**config.mk**
```make
export PLATFORM = sky130hd
export DESIGN_NAME = trim_scan
export DESIGN_NICKNAME = d
export VERILOG_FILES = /design/src/rtl/trim_scan.sv
export SDC_FILE = /design/constraint.sdc
export NUM_CORES = 1
export LEC_CHECK = 0
export BUFFER_PORTS_ARGS = -buffer_cell sky130_fd_sc_hd__buf_2
export CAP_MARGIN = 40
export CORE_MARGIN = 2
export CORE_UTILIZATION = 52
export CTS_CLUSTER_DIAMETER = 40
export DETAILED_ROUTE_END_ITERATION = 6
export GPL_TIMING_DRIVEN = 0
export PLACE_DENSITY = 0.86
export SLEW_MARGIN = 25
export SYNTH_ARGS = -nofsm -noshare
export SYNTH_HDL_FRONTEND = slang
export SYNTH_SLANG_ARGS = --single-unit
```
**constraint.sdc**
```tcl
create_clock -name clk -period 4.8 [get_ports clk]
set_input_delay 0 -clock clk [delete_from_list [all_inputs] [get_ports clk]]
set_output_delay 0 -clock clk [all_outputs]
set_load 0.01 [all_outputs]
```
**src/rtl/trim_scan.sv**
```systemverilog
module trim_scan #(
  parameter int NUM_TRIMS = 7,
  parameter int TRIM_W    = 8,
  parameter int PASS_LEN  = 45,
  parameter int SEL_W     = 4
) (
  input  logic                        clk,
  input  logic                        rst,
  input  logic                        restart,
  input  logic [NUM_TRIMS*TRIM_W-1:0] fuse_vals,
  input  logic                        sel_we,
  input  logic [SEL_W-1:0]            sel_wdata,
  output logic [SEL_W-1:0]            sel_q,
  output logic [TRIM_W-1:0]           rd_data,
  output logic [NUM_TRIMS*TRIM_W-1:0] trim_out,
  output logic                        pass_done
);
  localparam int CNT_W = $clog2(PASS_LEN);
  localparam logic [CNT_W-1:0] LAST = CNT_W'(PASS_LEN - 1);

  logic [CNT_W-1:0]  cnt;
  logic [TRIM_W-1:0] shadow [NUM_TRIMS];
  logic              wrap;

  assign wrap = (cnt == LAST);

  always_ff @(posedge clk) begin
    if (rst || restart) cnt <= '0;
    else if (wrap)      cnt <= '0;
    else                cnt <= cnt + 1'b1;
  end

  always_ff @(posedge clk) begin
    if (rst || restart) pass_done <= 1'b0;
    else if (wrap)      pass_done <= 1'b1;
  end

  always_ff @(posedge clk) begin
    if (rst)         sel_q <= '0;
    else if (sel_we) sel_q <= sel_wdata;
  end

  for (genvar k = 0; k < NUM_TRIMS; k++) begin : g_trim
    always_ff @(posedge clk) begin
      if (rst)
        shadow[k] <= '0;
      else if (!restart && cnt == CNT_W'(k))
        shadow[k] <= fuse_vals[k*TRIM_W +: TRIM_W];
    end
    assign trim_out[k*TRIM_W +: TRIM_W] = shadow[k];

    // a shadow only moves in its own slot
    a_r3_hold_outside_slot: assert property (@(posedge clk) disable iff (rst)
      (restart || cnt != CNT_W'(k)) |=> $stable(shadow[k]));
  end

  always_comb begin
    rd_data = '0;
    for (int k = 0; k < NUM_TRIMS; k++)
      if (sel_q == SEL_W'(k + 1)) rd_data = shadow[k];
  end

  // flag only rises at the end of a full pass
  a_r7_done_at_wrap: assert property (@(posedge clk) disable iff (rst)
    $rose(pass_done) |-> $past(cnt) == LAST);

  // flag stays high until restart
  a_r7_done_sticky: assert property (@(posedge clk) disable iff (rst)
    (pass_done && !restart) |=> pass_done);

  // restart clears flag and rewinds scan
  a_r8_restart: assert property (@(posedge clk) disable iff (rst)
    restart |=> (!pass_done && cnt == '0));

  // select register captures write data
  a_r5_sel_write: assert property (@(posedge clk) disable iff (rst)
    sel_we |=> sel_q == $past(sel_wdata));

  // scan counter stays inside the pass
  a_r2_cnt_range: assert property (@(posedge clk) disable iff (rst)
    cnt <= LAST);
endmodule

```
* Word-level counts from Yosys, hierarchy flattened *
Memories as Yosys holds them, arrays and structs flattened.
Index checks and enable logic that the tools add are counted.

operators by class
  bitwise logic cells = 7
  reductions and logical operators = 11
  eq/ne operators = 14
  muxes and demuxes = 37
  add/sub/neg operators = 1

operators by type and width
  kind                                                  number
  2-to-1 mux 8 bit                                      14
  2-to-1 mux 1 bit                                      23
  equality test 6 x 3 -> 1 bit (second input constant)  3
  equality test 4 x 3 -> 1 bit (second input constant)  4
  equality test 6 x 2 -> 1 bit (second input constant)  2
  equality test 4 x 2 -> 1 bit (second input constant)  2
  logical AND 1 bit                                     7
  bitwise OR 1 bit                                      7
  adder 6 x 1 -> 6 bit (second input constant)          1
  equality test 6 x 1 -> 1 bit (second input constant)  1
  equality test 6 bit (second input constant)           1
  logical NOT 6 bit                                     1
  equality test 4 x 1 -> 1 bit (second input constant)  1
  OR reduction 2 bit                                    1
  logical NOT 1 bit                                     1
  logical OR 1 bit                                      1

storage, ports and cells
  input port bits = 64
  RAM bits = 56
  word-level logic and storage cells = 74
  flip-flop bits (word level) = 11
  output and inout port bits = 69
  memories kept = 1

memory list
  memory  words  width  rd ports  clocked after memory_dff  write ports  RTL line  source
  shadow  7      8      7         0                         7            22        logic [TRIM_W-1:0] shadow [NUM_TRIMS];

* Longest topological paths before layout *
  word-level depth = 8
  gate-level depth with buffers = 7
  mapped depth without buffers = 6

* Worst setup path before layout *
OpenSTA, ideal clock, no wires.

  path kind = register -> register
  start point = register cnt[5]
  end point = memory shadow[4][0], enable pin
  buffers on the path = 0
  stages on the path, launching flop included = 4
  slack = 3.194 ns
  arrival time = 1.231 ns
  period minus slack after synthesis = 1.606 ns
  data required time = 4.425 ns
  library setup time = 0.375 ns
  cell sequence = dfxtp_1 > nor3_4 > nand2_1 > o21bai_1

RTL lines
  element                 RTL line  source
  start, declared         21        logic [CNT_W-1:0] cnt;
  start signal, assigned  30        else cnt <= cnt + 1'b1;
  end, declared           22

* Worst setup path in the final report *
  start point = register sel_q[1]
  end point = output rd_data[1]

on the way
  word-level cells in the longest chain between the ends = 8
  elaborated cells between the ends (all ways) = 14
  those cells by class = eq/ne (7); mux (7)

RTL lines
  element                        RTL line  source
  start, declared                13        output logic [SEL_W-1:0] sel_q,
  start signal, assigned         40        else if (sel_we) sel_q <= sel_wdata;
  equality test 4 x 1 -> 1 bit   60        if (sel_q == SEL_W'(k + 1)) rd_data = shadow[k];
  2-to-1 mux 8 bit (6 in a row)  60
  2-to-1 mux 8 bit *             60
  end, declared                  14        output logic [TRIM_W-1:0] rd_data,

Mark *: on every way between the ends. The rest lies on a longest branch, timed or not.

==> metrics.md <==
| Metric | Value |
|---|---|
| Outcome | `finished clean` |
| Post-synth EDFFs | `56` |
| Mean post-synth cell area | `around 12 µm²` |
| Worst-Skew Late Latency | `0.33 ns` |
| Crit-path slowest cell | `nor3b_1` |
| Worst slew pin tran | `0.6980 ns` |
| Compound-cell area share of the yosys netlist | `10.44%` |
| RSZ-0062 raised after global routing | `false` |
| DRC Markers | `0` |
| Antenna diode count | `0` |
| Family with the most delay on the worst path | `simple AND/OR/NAND/NOR gates` |
| Multiplexer area fraction after synthesis | `~3.7%` |
| Post-Synthesis Cells | `between 200 and 300` |
| Comb power frac | `~16%` |
| CTS tree | `done` |
| TritonCTS buffer count | `9` |
| First-pass GRT wire length | `14260 µm` |
| Final Cell Area | `4752 µm²` |
| Pre-Repair DR Iteration Count | `5` |
| Synth cell types | `39` |
| Syn-to-layout area delta | `47.90%` |
| P_int | `0.0009970 W` |
| Routability cong. | `0.8896` |
| Area leader, netlist | `edfxtp_1` |
| Synth Area in XOR/XNOR | `around 1.1%` |
| Fmax | `between 0.5 and 0.6 GHz` |
| Final Critical Period | `just under 2 ns` |
| Worst EP required | `roughly 4.8 ns` |
| Crit-path max cell delay | `~0.55 ns` |
| Setup WS pre-CTS | `2.811 ns` |
| H-tree Lvls | `3` |
| Final setup skew | `a little over 0.006 ns` |
| CP Launch Type | `flop` |
| DPL Wire Length | `around 6600 µm` |
| FP Rows | `28` |
| R2R Path Start | `cnt[5]` |
| Dpl cell area | `3958 µm²` |
| Switch Pwr | `0.0003125 W` |
| Top post-synthesis cells by count | `and2_1, edfxtp_1, nor2_1, mux2i_1, dfxtp_1` |
| Synthesized net count | `~330` |
| Synth Area in Simple Gates | `21.22%` |
| IO Count | `around 130` |
| Max-cap check violation count | `0` |
| Largest net degree at the start of global routing | `11` |
| Worst hold path type | `primary input to flop` |
| Max Slew Vio Count | `0` |
| Chip Height | `~83 µm` |
| Clock Path Buffers | `2` |
| Layout cells sized above 1 | `about 33%` |
| Layout net count | `535` |
| Sequential Power Share | `just over 50%` |
| Core area | `between 5000 and 6000 µm²` |
| Final setup vio count | `0` |
| WS Path Type | `flop to output pin` |
| Detailed-route wire length | `9656 µm` |
| Pwr Density | `between 200 and 300 nW/µm²` |
| FF-to-FF setup slack | `roughly 3 ns` |
| Initial Utilization | `53.95%` |
| Port Buf Inserts | `130` |
| Worst-path clk slew | `0.07 ns` |
| Pleak | `2.101 nW` |
| Sequence of cells on the critical path | `buf_4 -> nor3b_1 -> a221o_1 -> o21ai_1 -> buf_2` |
| Antenna-violating nets left | `0` |
| Vias | `just under 3000` |
| Die area | `6824 µm²` |
| Main combinational cell family by area after synthesis | `simple AND/OR/NAND/NOR gates` |
| Clock Root Buffer | `clkbuf_8` |
| GRT overflow | `0` |
| Critical-path maximum fanout | `10` |
| Synth Flop Type | `edfxtp_1` |
| Initial DRC count | `between 150 and 200` |
| CP Capture Type | `output pin` |
| Drt via density | `between 5 and 6` |
| Final TNS setup | `0 ns` |
| FFs w/ async S/R, synth | `0%` |
| Reg2Reg Depth | `3` |
| Yosys warning total | `0` |
| Hold Crit Endpoint | `sel_q[2]` |
| Final hold vios | `0` |
| Hold path startpoint | `sel_we` |
| # fillers | `between 300 and 400` |
| Clock power frac | `approximately a third` |
| CP bufs+invs | `2` |
| Fin crit share | `between 40% and 50%` |
| Top post-synthesis cells by area | `edfxtp_1, and2_1, dfxtp_1, mux2i_1, nor2_1` |
| GRT Total Usage | `a little under 30%` |
| Hold depth | `3` |
| Wirelength per Cell | `about 18 µm` |
| Critical path arrival | `between 1.5 and 2 ns` |
| Vias in the first global route | `roughly 2900` |
| Worst R2R End | `shadow[5][6]` |
| Switching share of total power | `between 20% and 30%` |
| Clock Sinks | `67` |
| Synth top area share | `52.34%` |
| Synth Area in Adders | `~1.6%` |
| Die X | `82.61 µm` |
| Seq/Total Area, Yosys | `59.19%` |
| Synthesized cell area | `~3200 µm²` |
| Critical path depth | `5` |
| Slew HR | `between 50% and 60%` |
| PnR worst setup slack | `~2.8 ns` |
| Top-count cell post-synth | `and2_1` |
| Antenna violations before repair | `0` |
| Synth Register Bits | `between 60 and 70` |
| Post-CTS resize count | `0` |
| Worst vdd ir | `0.1675 mV` |
[how the worst max path moves through the flow]
stage                   from           end  slack [ns]
finish              sel_q[1]    rd_data[1]        2.82
global route        sel_q[1]    rd_data[1]        2.71
CTS                   cnt[5]  shadow[4][7]        2.81
detailed placement    cnt[5]  shadow[4][6]        2.81
global placement      cnt[5]  shadow[4][7]        2.92
floorplan             cnt[5]  shadow[4][0]        3.19
[power groups by stage]
stage	combinational (W)	sequential (W)	clock, W
after floorplan	0.0000727	0.000693	0
after global placement	0.000157	0.000683	0
after detailed placement	0.000160	0.000684	0
after CTS	0.000199	0.000672	0.000436
after global routing	0.000219	0.000676	0.000463
final	0.000205	0.000673	0.000431
[worst min-delay path, delay by kind of cell]
kind	cells	cell delay, ns
multiplexers	1	0.15
buffers and inverters	1	0.15
AND/OR/NAND/NOR	1	0.08
[sequential cells by signal, indices dropped and copies added (netlist names)]
| name | count |
|---|---|
| shadow | 56 |
| sel_q | 4 |
| pass_done | 1 |
| cnt | 6 |
[layer usage]
layer	wire (µm)	vias up	global-route usage [%]
met5	0	-	0
met4	246	0	10.49
met3	734	25	6.522
met2	4986	162	50.40
met1	3688	1415	35.22
li1	-	1360	-
[through the flow]
stage	hold WS, ns	cells	power, W	util, %
finish	0.07214	547	0.001309	79.79
detailed placement	0.2323	469	0.0008448	66.45
global route	0.07764	547	0.001357	79.79
floorplan	0.07931	264	0.0007655	-
CTS	0.06610	546	0.001307	79.66
global placement	0.2334	469	0.0008399	66.45
[cells by family (layout without fill, tap and decap cells)]
| group | after synthesis | count (layout) |
|---|---|---|
| AO/OA/AOI/OAI | 45 | 45 |
| multiplexers | 12 | 12 |
| flip-flops | 67 | 67 |
| AND/OR/NAND/NOR | 116 | 116 |
| XOR/XNOR | 4 | 4 |
| buffers and inverters | 16 | 224 |
| adder cells (fa/ha/maj) | 4 | 4 |
[cells in the final DEF, fill, tap and decap left out, types with 3 or more instances in the layout]
cell             n
buf_2          135
dlygate4sd3_1   61
and2_1          58
edfxtp_1        56
nor2_1          21
mux2i_1         12
dfxtp_1         11
nand2b_1         9
nand2_1          9
clkbuf_8         9
a21oi_1          6
clkbuf_1         6
a221o_1          5
a22o_1           5
a221oi_1         5
o21ai_1          5
inv_1            4
nand3_1          4
ha_1             4
o21ai_0          3
nor2b_1          3
o22ai_1          3
o22a_1           3
a211o_1          3
o21bai_1         3
a31o_2           3
xor2_1           3
clkinv_1         3
[area by class of cell]
type | instances | area [µm²] | area share, %
Clock buffer | 12 | 135.1 | 2.844
Sequential cell | 67 | 1902 | 40.02
Tap cell | 75 | 93.84 | 1.975
Clock inverter | 4 | 41.29 | 0.8689
Buffer | 12 | 73.82 | 1.553
Inverter | 4 | 15.01 | 0.3160
Multi-Input combinational cell | 181 | 1222 | 25.72
Timing Repair Buffer | 192 | 1269 | 26.70
[what timing repair did]
item	4_1_cts	5_1_grt
endpoints found under the hold margin	61	0
hold buffers	61	0
buffers inserted	0	0
Power figures use the tool's default switching activity.
